===== src/rtl/ifetch_pkg.sv =====
package ifetch_pkg;

    localparam int IW   = 16;   // program memory word width
    localparam int OPW  = 8;    // opcode field width
    localparam int RIW  = 4;    // register index width

    typedef enum logic [1:0] {
        FD_IDLE = 2'd0,
        FD_HI   = 2'd1,
        FD_LO   = 2'd2
    } fd_state_e;

    typedef struct packed {
        logic legal;
        logic long_fmt;
        logic halt;
    } op_info_t;

    function automatic op_info_t classify(input logic [OPW-1:0] op);
        op_info_t r;
        logic one_word;
        r.halt   = (op == 8'h99);
        one_word = (op >= 8'h20 && op <= 8'h25) || op == 8'h33 || op == 8'h34 || r.halt;
        r.legal  = (op <= 8'h05) || op == 8'h10 || op == 8'h11 || op == 8'h13 ||
                   op == 8'h14 || (op >= 8'h80 && op <= 8'h86) ||
                   (op >= 8'h93 && op <= 8'h96) || one_word;
        r.long_fmt = r.legal && !one_word;
        return r;
    endfunction

endpackage


===== src/rtl/ifetch_opclass.sv =====
module ifetch_opclass
    import ifetch_pkg::*;
(
    input  logic [OPW-1:0] op,
    output logic           legal,
    output logic           long_fmt,
    output logic           halt
);
    op_info_t info;

    always_comb begin
        info     = classify(op);
        legal    = info.legal;
        long_fmt = info.long_fmt;
        halt     = info.halt;
    end
endmodule


===== src/rtl/ifetch_fields.sv =====
module ifetch_fields
    import ifetch_pkg::*;
#(
    parameter int DW = 32
) (
    input  logic [IW-1:0]    hi_word,
    input  logic [IW-1:0]    lo_word,
    input  logic [DW-1:0]    idx_val,
    input  logic             long_fmt,
    input  logic             halt,
    output logic [2*IW-1:0]  ir,
    output logic [OPW-1:0]   opcode,
    output logic [RIW-1:0]   reg_a,
    output logic [RIW-1:0]   reg_b,
    output logic [DW-1:0]    eff_addr,
    output logic             reg_a_vld,
    output logic             reg_b_vld,
    output logic             eff_addr_vld
);
    logic [DW-1:0] disp_ext;

    generate
        if (DW > IW) begin : g_wide
            assign disp_ext = {{(DW-IW){1'b0}}, lo_word};
        end else begin : g_narrow
            assign disp_ext = lo_word[DW-1:0];
        end
    endgenerate

    always_comb begin
        ir           = long_fmt ? {hi_word, lo_word} : {{IW{1'b0}}, hi_word};
        opcode       = hi_word[IW-1 -: OPW];
        reg_a        = halt ? '0 : hi_word[2*RIW-1 -: RIW];
        reg_b        = (halt || long_fmt) ? '0 : hi_word[RIW-1:0];
        eff_addr     = long_fmt ? disp_ext + idx_val : '0;
        reg_a_vld    = !halt;
        reg_b_vld    = !halt && !long_fmt;
        eff_addr_vld = long_fmt;
    end
endmodule


===== src/rtl/ifetch_dec.sv =====
module ifetch_dec
    import ifetch_pkg::*;
#(
    parameter int              PCW      = 16,
    parameter int              DW       = 32,
    parameter logic [PCW-1:0]  RESET_PC = '0
) (
    input  logic              clk,
    input  logic              rst_n,
    input  logic              start,
    output logic              mem_rd_en,
    output logic [PCW-1:0]    mem_addr,
    input  logic [IW-1:0]     mem_rdata,
    output logic [RIW-1:0]    rf_rd_idx,
    input  logic [DW-1:0]     rf_rd_data,
    output logic [PCW-1:0]    pc,
    output logic [2*IW-1:0]   ir,
    output logic [OPW-1:0]    opcode,
    output logic [RIW-1:0]    reg_a,
    output logic [RIW-1:0]    reg_b,
    output logic [DW-1:0]     eff_addr,
    output logic              reg_a_vld,
    output logic              reg_b_vld,
    output logic              eff_addr_vld,
    output logic              is_long,
    output logic              is_halt,
    output logic              done,
    output logic              illegal
);
    localparam int IRW = 2 * IW;
    localparam logic [PCW-1:0] STEP_SHORT = PCW'(1);
    localparam logic [PCW-1:0] STEP_LONG  = PCW'(2);

    typedef struct packed {
        fd_state_e       st;
        logic [PCW-1:0]  pc;
        logic [IW-1:0]   hold;
        logic [IRW-1:0]  ir;
        logic [OPW-1:0]  op;
        logic [RIW-1:0]  ra;
        logic [RIW-1:0]  rb;
        logic [DW-1:0]   ea;
        logic            ra_v;
        logic            rb_v;
        logic            ea_v;
        logic            lng;
        logic            halt;
        logic            done;
        logic            err;
    } regs_t;

    regs_t d, q;

    // first word is live memory data in the HI cycle, held copy afterwards
    logic [IW-1:0]  hi_w;
    logic           c_legal, c_long, c_halt;
    logic [IRW-1:0] f_ir;
    logic [OPW-1:0] f_op;
    logic [RIW-1:0] f_ra, f_rb;
    logic [DW-1:0]  f_ea;
    logic           f_ra_v, f_rb_v, f_ea_v;

    assign hi_w      = (q.st == FD_LO) ? q.hold : mem_rdata;
    assign rf_rd_idx = q.hold[RIW-1:0];

    ifetch_opclass u_cls (
        .op       (hi_w[IW-1 -: OPW]),
        .legal    (c_legal),
        .long_fmt (c_long),
        .halt     (c_halt)
    );

    ifetch_fields #(.DW(DW)) u_fld (
        .hi_word      (hi_w),
        .lo_word      (mem_rdata),
        .idx_val      (rf_rd_data),
        .long_fmt     (c_long),
        .halt         (c_halt),
        .ir           (f_ir),
        .opcode       (f_op),
        .reg_a        (f_ra),
        .reg_b        (f_rb),
        .eff_addr     (f_ea),
        .reg_a_vld    (f_ra_v),
        .reg_b_vld    (f_rb_v),
        .eff_addr_vld (f_ea_v)
    );

    always_comb begin
        d         = q;
        d.done    = 1'b0;
        mem_rd_en = 1'b0;
        mem_addr  = q.pc;
        unique case (q.st)
            FD_IDLE: begin
                if (start && !q.err) begin
                    mem_rd_en = 1'b1;
                    d.st      = FD_HI;
                end
            end
            FD_HI: begin
                if (!c_legal) begin
                    d.err = 1'b1;
                    d.st  = FD_IDLE;
                end else if (c_long) begin
                    d.hold    = mem_rdata;
                    mem_rd_en = 1'b1;
                    mem_addr  = q.pc + STEP_SHORT;
                    d.st      = FD_LO;
                end
            end
            FD_LO: ;
            default: d.st = FD_IDLE;
        endcase

        // commit a completed instruction
        if ((q.st == FD_HI && c_legal && !c_long) || q.st == FD_LO) begin
            d.ir   = f_ir;
            d.op   = f_op;
            d.ra   = f_ra;
            d.rb   = f_rb;
            d.ea   = f_ea;
            d.ra_v = f_ra_v;
            d.rb_v = f_rb_v;
            d.ea_v = f_ea_v;
            d.lng  = c_long;
            d.halt = c_halt;
            d.pc   = q.pc + (c_long ? STEP_LONG : STEP_SHORT);
            d.done = 1'b1;
            d.st   = FD_IDLE;
        end
    end

    always_ff @(posedge clk or negedge rst_n) begin
        if (!rst_n) begin
            q    <= '0;
            q.st <= FD_IDLE;
            q.pc <= RESET_PC;
        end else begin
            q <= d;
        end
    end

    assign pc           = q.pc;
    assign ir           = q.ir;
    assign opcode       = q.op;
    assign reg_a        = q.ra;
    assign reg_b        = q.rb;
    assign eff_addr     = q.ea;
    assign reg_a_vld    = q.ra_v;
    assign reg_b_vld    = q.rb_v;
    assign eff_addr_vld = q.ea_v;
    assign is_long      = q.lng;
    assign is_halt      = q.halt;
    assign done         = q.done;
    assign illegal      = q.err;

    // ---------------- assertions ----------------
    a_r8_err_sticky: assert property (@(posedge clk) disable iff (!rst_n)
        illegal |=> illegal);

    a_r8_pc_frozen: assert property (@(posedge clk) disable iff (!rst_n)
        illegal |=> $stable(pc));

    a_r8_no_read_after_err: assert property (@(posedge clk) disable iff (!rst_n)
        illegal |-> !mem_rd_en);

    a_r8_no_done_with_err: assert property (@(posedge clk) disable iff (!rst_n)
        illegal |-> !done);

    a_r7_pc_step: assert property (@(posedge clk) disable iff (!rst_n)
        $rose(done) |-> pc == $past(pc) + (is_long ? STEP_LONG : STEP_SHORT));

    a_r7_done_single: assert property (@(posedge clk) disable iff (!rst_n)
        done |=> !done);

    a_r6_halt_no_fields: assert property (@(posedge clk) disable iff (!rst_n)
        is_halt |-> !(reg_a_vld || reg_b_vld || eff_addr_vld));

    a_r3_format_excl: assert property (@(posedge clk) disable iff (!rst_n)
        $countones({reg_b_vld, eff_addr_vld}) <= 1);

    a_r2_second_read: assert property (@(posedge clk) disable iff (!rst_n)
        (q.st == FD_HI && mem_rd_en) |-> mem_addr == pc + STEP_SHORT);

endmodule


===== config.mk =====
export PLATFORM = sky130hd
export DESIGN_NAME = ifetch_dec
export DESIGN_NICKNAME = d
export VERILOG_FILES = /design/src/rtl/ifetch_pkg.sv /design/src/rtl/ifetch_opclass.sv /design/src/rtl/ifetch_fields.sv /design/src/rtl/ifetch_dec.sv
export SDC_FILE = /design/constraint.sdc
export NUM_CORES = 1
export LEC_CHECK = 0
export CORE_MARGIN = 10
export CORE_UTILIZATION = 52
export DETAILED_ROUTE_END_ITERATION = 8
export PLACE_DENSITY_LB_ADDON = 0.25
export SYNTH_ARGS = -nofsm -noshare
export SYNTH_HDL_FRONTEND = slang
export SYNTH_HIERARCHICAL = 1
export SYNTH_SLANG_ARGS = --single-unit

===== constraint.sdc =====
create_clock -name clk -period 5.7 [get_ports clk]
set_input_delay 1.71 -clock clk [delete_from_list [all_inputs] [get_ports clk]]
set_output_delay 1.71 -clock clk [all_outputs]
set_load 0.1 [all_outputs]

---- Word-level counts from Yosys, hierarchy flattened ----
Index checks and enable logic that the tools add are counted.
cells by class
  equality and inequality tests ........... 12
  bitwise gates (word level) .............. 1
  $lt $le $gt $ge ......................... 7
  reductions and logical operators ........ 28
  multiplexer cells ....................... 19
  $add $sub $neg .......................... 3
operator list
  kind                                                  number
  2-to-1 mux 16 bit                                     4
  2-to-1 mux 32 bit                                     2
  adder 16 x 32 -> 32 bit                               1
  == test 8 x 5 -> 1 bit (second input constant)        4
  2-to-1 mux 18 bit                                     1
  adder 16 x 1 -> 16 bit (second input constant)        1
  adder 16 x 2 -> 16 bit                                1
  == test 8 x 6 -> 1 bit (second input constant)        2
  >= comparator 8 bit (second input constant)           2
  <= comparator 8 bit (second input constant)           2
  logical OR 1 bit                                      12
  == test 8 bit (second input constant)                 1
  >= comparator 8 x 6 -> 1 bit (second input constant)  1
  <= comparator 8 x 3 -> 1 bit (second input constant)  1
  <= comparator 8 x 6 -> 1 bit (second input constant)  1
  logical AND 1 bit                                     8
  2-to-1 mux 2 bit                                      4
  2-to-1 mux 4 bit                                      2
  case mux 2 bit (3 select lines)                       1
  AND reduction 3 bit                                   2
  zero test 1 bit                                       4
  2-to-1 mux 1 bit                                      4
  != test 4 x 3 -> 1 bit (second input constant)        1
  != test 3 bit (second input constant)                 1
  7 further kinds                                       7
word-level totals
  word-level logic and storage cells ...... 84
  bits of input ports ..................... 51
  output and inout port bits .............. 124
  bits in registers ....................... 120

---- Longest topological paths before layout ----
  depth in word-level cells ............... 16
  mapped depth ............................ 16
  depth with buffers taken out ............ 14

---- Modules after synthesis ----
Netlist, hierarchy kept.
modules (own cells, without submodules)
  module          area each (sq um)  seq. area each (sq um)  cells each  times used
  ifetch_dec      5910.7             3027.9                  700         1
  ifetch_fields   1888.1             0.0                     269         1
  ifetch_opclass  123.9              0.0                     19          1

---- Worst setup path after synthesis ----
OpenSTA, ideal clock, no wires.
  path kind ............................... input-to-output
  from .................................... input mem_rdata[8]
  to ...................................... output mem_addr[0]
  data required time ...................... 3.990 ns
  stages .................................. 9
  setup slack ............................. -1.231 ns
  arrival time ............................ 5.221 ns
  path buffers ............................ 0
  cells stage by stage .................... nand2_1 nand2_1 mux2i_1 nand2_1 o211a_1 nor2_1 inv_1 ha_1 o21ai_0
on the way
  cells in the longest elaborated chain, start to end .. 13
  elaborated cells on any way between the ends .. 33
  classes of those cells .................. order compare: 7; eq/ne: 7; mux: 4; reduce/logical: 15
ends and longest elaborated chain
  what                                                                    RTL line           text
  from (decl)                                                             ifetch_dec.sv:13   input logic [IW-1:0] mem_rdata,
  2-to-1 mux 16 bit (*)                                                   ifetch_dec.sv:63   assign hi_w = (q.st == FD_LO) ? q.hold : mem_rdata;
  net hi_w[8]                                                             ifetch_dec.sv:55   logic [IW-1:0] hi_w;
  <= comparator 8 x 3 -> 1 bit or == test 8 x 5 -> 1 bit (tied branches)  ifetch_pkg.sv:24   r.legal = (op <= 8'h05) || op == 8'h10 || op == 8'h11 || op == 8'h13 ||
  logical OR 1 bit (4 in a row)                                           ifetch_pkg.sv:24
  logical OR 1 bit (2 in a row)                                           ifetch_pkg.sv:25   op == 8'h14 || (op >= 8'h80 && op <= 8'h86) ||
  logical OR 1 bit                                                        ifetch_pkg.sv:26   (op >= 8'h93 && op <= 8'h96) || one_word;
  logical AND 1 bit (*)                                                   ifetch_pkg.sv:27   r.long_fmt = r.legal && !one_word;
  net c_long                                                              ifetch_dec.sv:56   logic c_legal, c_long, c_halt;
  2-to-1 mux 16 bit (*)                                                   ifetch_dec.sv:105  end else if (c_long) begin
  2-to-1 mux 16 bit (*)                                                   ifetch_dec.sv:102  if (!c_legal) begin
  2-to-1 mux 16 bit (*)                                                   ifetch_dec.sv:94   unique case (q.st)
  to (decl)                                                               ifetch_dec.sv:12   output logic [PCW-1:0] mem_addr,
The timed path passes the listed nets; every way through them passes the cells marked *.

---- Final worst setup path ----
  from .................................... input mem_rdata[14]
  to ...................................... output mem_addr[9]
on the way
  cells in the longest elaborated chain, start to end .. 13
  elaborated cells on any way between the ends .. 33
  classes of those cells .................. order compare: 7; eq/ne: 7; mux: 4; reduce/logical: 15
ends and longest elaborated chain
  what                                                                    RTL line
  2-to-1 mux 16 bit (*)                                                   ifetch_dec.sv:63
  net hi_w[14]                                                            ifetch_dec.sv:55
  <= comparator 8 x 3 -> 1 bit or == test 8 x 5 -> 1 bit (tied branches)  ifetch_pkg.sv:24
  logical OR 1 bit (4 in a row)                                           ifetch_pkg.sv:24
  logical OR 1 bit (2 in a row)                                           ifetch_pkg.sv:25
  logical OR 1 bit (*)                                                    ifetch_pkg.sv:26
  net c_legal                                                             ifetch_dec.sv:56
  logical AND 1 bit                                                       ifetch_pkg.sv:27
  2-to-1 mux 16 bit                                                       ifetch_dec.sv:105
  2-to-1 mux 16 bit (*)                                                   ifetch_dec.sv:102
  2-to-1 mux 16 bit (*)                                                   ifetch_dec.sv:94
Marks and branches as above.

==> run metrics <==
final period utilization 0.992; Hold Crit Depth 2; Synth Register Bits 121; number of I/O pins 175; final setup vio count 0; DRT iter0 DRCs 482; CP Capture Type primary output; reg2reg setup slack 0.32 ns; fraction of registers with async set/reset 1.00; first-pass GRT wire length 36.8 mm; die height 143 um; DIE AREA 0.0206 mm2; total power 0.00359 W; Post-synth top flop dfrtp_1; reg2reg end opcode[3]; status finished, final reports clean; fill cell count 1,166; Final ANT Viol Nets 0; highest clock rate 177 MHz; Die W 143 um; Placed Area 0.00963 mm2; GRT Total Usage 0.227; vias in the first global route 6,807; relative slew slack 0.290; Synth top area share 0.382; initial antenna violation count 2; PortBufs 174; CTS sink cnt 121; worst path arrival time 3.94 ns; syn_nets 1,060; largest net degree at the start of global routing 89; fin area 0.0106 mm2; peak fanout along the critical path 4; hold path startpoint eff_addr[25]; Max Slew Vio Count 0; Hold Slack 0.460 ns; most frequent cells in the layout 370 x nand2_1, 148 x clkdlybuf4s50_1, 121 x dfrtp_1; non-filler cells, final 1,318; Cells after DPL 1,242; CP Data Required Time 3.99 ns; Clock Latency Late Sink 0.42 ns; num rows 45; Post-synth EDFFs 0; Hold Vio Cnt, Final 0; Leakage 5.21 nW; Worst-path clk slew 0.05 ns; PD cells 338 mW/mm2; sequential area share after synthesis 0.382; max cap viols 0; H-tree depth 4; deepest clock path buffer count 2; FF-to-FF path depth 37; gr ovfl total 0; top cells by area, synth dfrtp_1 38%, nand2_1 18%, buf_4 11%, ha_1 3.0%, xnor2_1 3.0%; DP HPWL 16.3 mm; WL/cell 18.0 um; cell taking the most area after synthesis dfrtp_1; clk_skew 0.00551 ns; startpoint class of the critical path input pin; Final min period 5.65 ns; share of layout cells above drive strength 1 0.182; nets@finish 1,188; cell mode on critical path buf_6; Fin Setup TNS 0 ns; Starting Density 0.525; vias 6,984; Worst Hold Path EP eff_addr[25]; RSZ-0062 raised after global routing yes; Slew @ Worst Pin 1.06 ns; core box area 0.0151 mm2; commonest non-fill, non-tap cell in the layout nand2_1; post-synth cell types 65; Residual DRC 0; IR Drop Worst-Case VDD 0.353 mV; Setup Crit Path Kind in -> out; worst hold path type reg -> reg; critical path's slowest cell nor4b_2; final wirelength 23.7 mm; Mapped Area 0.00792 mm2; Vias/cell 5.30; CTS tree done; Inserted Clock Buffers 17; Syn Inst Count 988; clk root buf clkbuf_16; Worst R2R Start q[119]; syn_area_per_cell 8.02 um2; CP Cell Sequence dlygate4sd2_1 > nand2_1 > nand2_2 > nor4b_2 > o21ai_1 > o211ai_2 > buf_4 > nand4b_4 > nor4_4 > buf_6 > buf_6 > xor2_4 > buf_12; routability cong. 0.966; slowest stage delay, CP 0.30 ns; YS warnings 6; hold buffers post-CTS 0; drt pass-1 iters 7; Layout area overhead 34.4%
-- final cells by class --
| type | instances | area (um2) | share of cell area |
|---|---|---|---|
| multi-input cells | 701 | 4160 | 0.391 |
| flip-flops and latches | 121 | 3030 | 0.284 |
| repair buffers | 257 | 2550 | 0.240 |
| clock buffers | 24 | 482 | 0.0452 |
| well taps | 188 | 235 | 0.0221 |
| clock inverters | 8 | 118 | 0.0110 |
| inverters | 18 | 67.6 | 0.00635 |
| diodes | 1 | 2.50 | 0.000235 |
-- registers in the layout, summed over array words and instances (netlist names) --
| register | flops |
|---|---|
| is_long | 1 |
| eff_addr | 32 |
| done | 1 |
| is_halt | 1 |
| reg_b_vld | 1 |
| q | 14 |
| illegal | 1 |
| opcode | 8 |
| reg_a_vld | 1 |
| rf_rd_idx | 4 |
| eff_addr_vld | 1 |
| reg_a | 4 |
| pc | 16 |
| ir | 32 |
| reg_b | 4 |
-- critical path, delay by kind of cell --
family	cells	cell delay [ns]
AO/OA/AOI/OAI	2	0.26
XOR/XNOR	1	0.16
buffers and inverters	5	0.91
AND/OR/NAND/NOR	5	0.89
-- cells by family (layout without fill, tap and decap cells) --
family | count (synthesis) | in the layout | synth area share
AO/OA/AOI/OAI | 76 | 76 | 0.0711
XOR/XNOR | 37 | 37 | 0.0409
adder cells (fa/ha/maj) | 21 | 21 | 0.0351
buffers and inverters | 166 | 307 | 0.135
flip-flops | 121 | 121 | 0.382
multiplexers | 30 | 30 | 0.0404
other | 0 | 1 | 0
AND/OR/NAND/NOR | 537 | 537 | 0.296
-- power breakdown --
part,leakage (nW),switching (W),internal (W)
Clock,0.294,0.000388,0.000719
Sequential,1.65,0.0000715,0.000961
Combinational,3.27,0.00109,0.000367
Total,5.21,0.00155,0.00205
-- cells in the mapped netlist (all sizes together) (2+ instances only) --
library cell / instances
a21boi: 2
a2111oi: 3
or3: 2
nand4: 14
nand3b: 3
ha: 19
dfrtp: 121
mux2i: 14
o211ai: 2
or2: 6
o21ai: 12
a21oi: 26
xor2: 10
buf: 126
and2: 25
nand3: 26
and4: 2
a21o: 7
nand2b: 14
a31oi: 4
nor2b: 8
clkbuf: 22
a211oi: 5
nand2: 383
nor3: 9
mux2: 16
nor2: 30
o211a: 2
and3: 3
fa: 2
nor3b: 3
inv: 17
a211o: 2
nor4b: 2
xnor2: 27
o21a: 4
nor4: 2
-- per-stage QoR --
step / setup slack, ns / util
after floorplan: -0.356 / -
after global placement: -0.331 / 0.638
after detailed placement: -0.394 / 0.638
after CTS: 0.0113 / 0.697
after global routing: -0.0489 / 0.706
final: 0.0483 / 0.706
-- metal layers --
layer  track usage  vias up  routed length [um]
li1              -     3336                   -
met1         0.281     3312                9760
met2         0.357      285               11200
met3        0.0713       49                2070
met4        0.0994        2                 632
met5             0        -                  13
-- worst max-delay path by stage --
stage          depth (start not counted)  slack [ns]     startpoint      endpoint
6_report                              13        0.05  mem_rdata[14]   mem_addr[9]
5_1_grt                               13       -0.05  mem_rdata[14]   mem_addr[9]
4_1_cts                               11        0.01  mem_rdata[12]  mem_addr[14]
3_5_place_dp                          12       -0.39   mem_rdata[8]  mem_addr[12]
3_3_place_gp                          12       -0.33   mem_rdata[8]  mem_addr[12]
2_1_floorplan                          9       -0.36   mem_rdata[8]   mem_addr[0]
-- repair_timing --
action / 4_1_cts / 5_1_grt
setup endpoints to repair: 17 / 17
pin swaps: 12 / 14
gates resized for setup: 16 / 31
setup buffers: 35 / 8
Note: power is estimated with default switching activity, not from simulation.
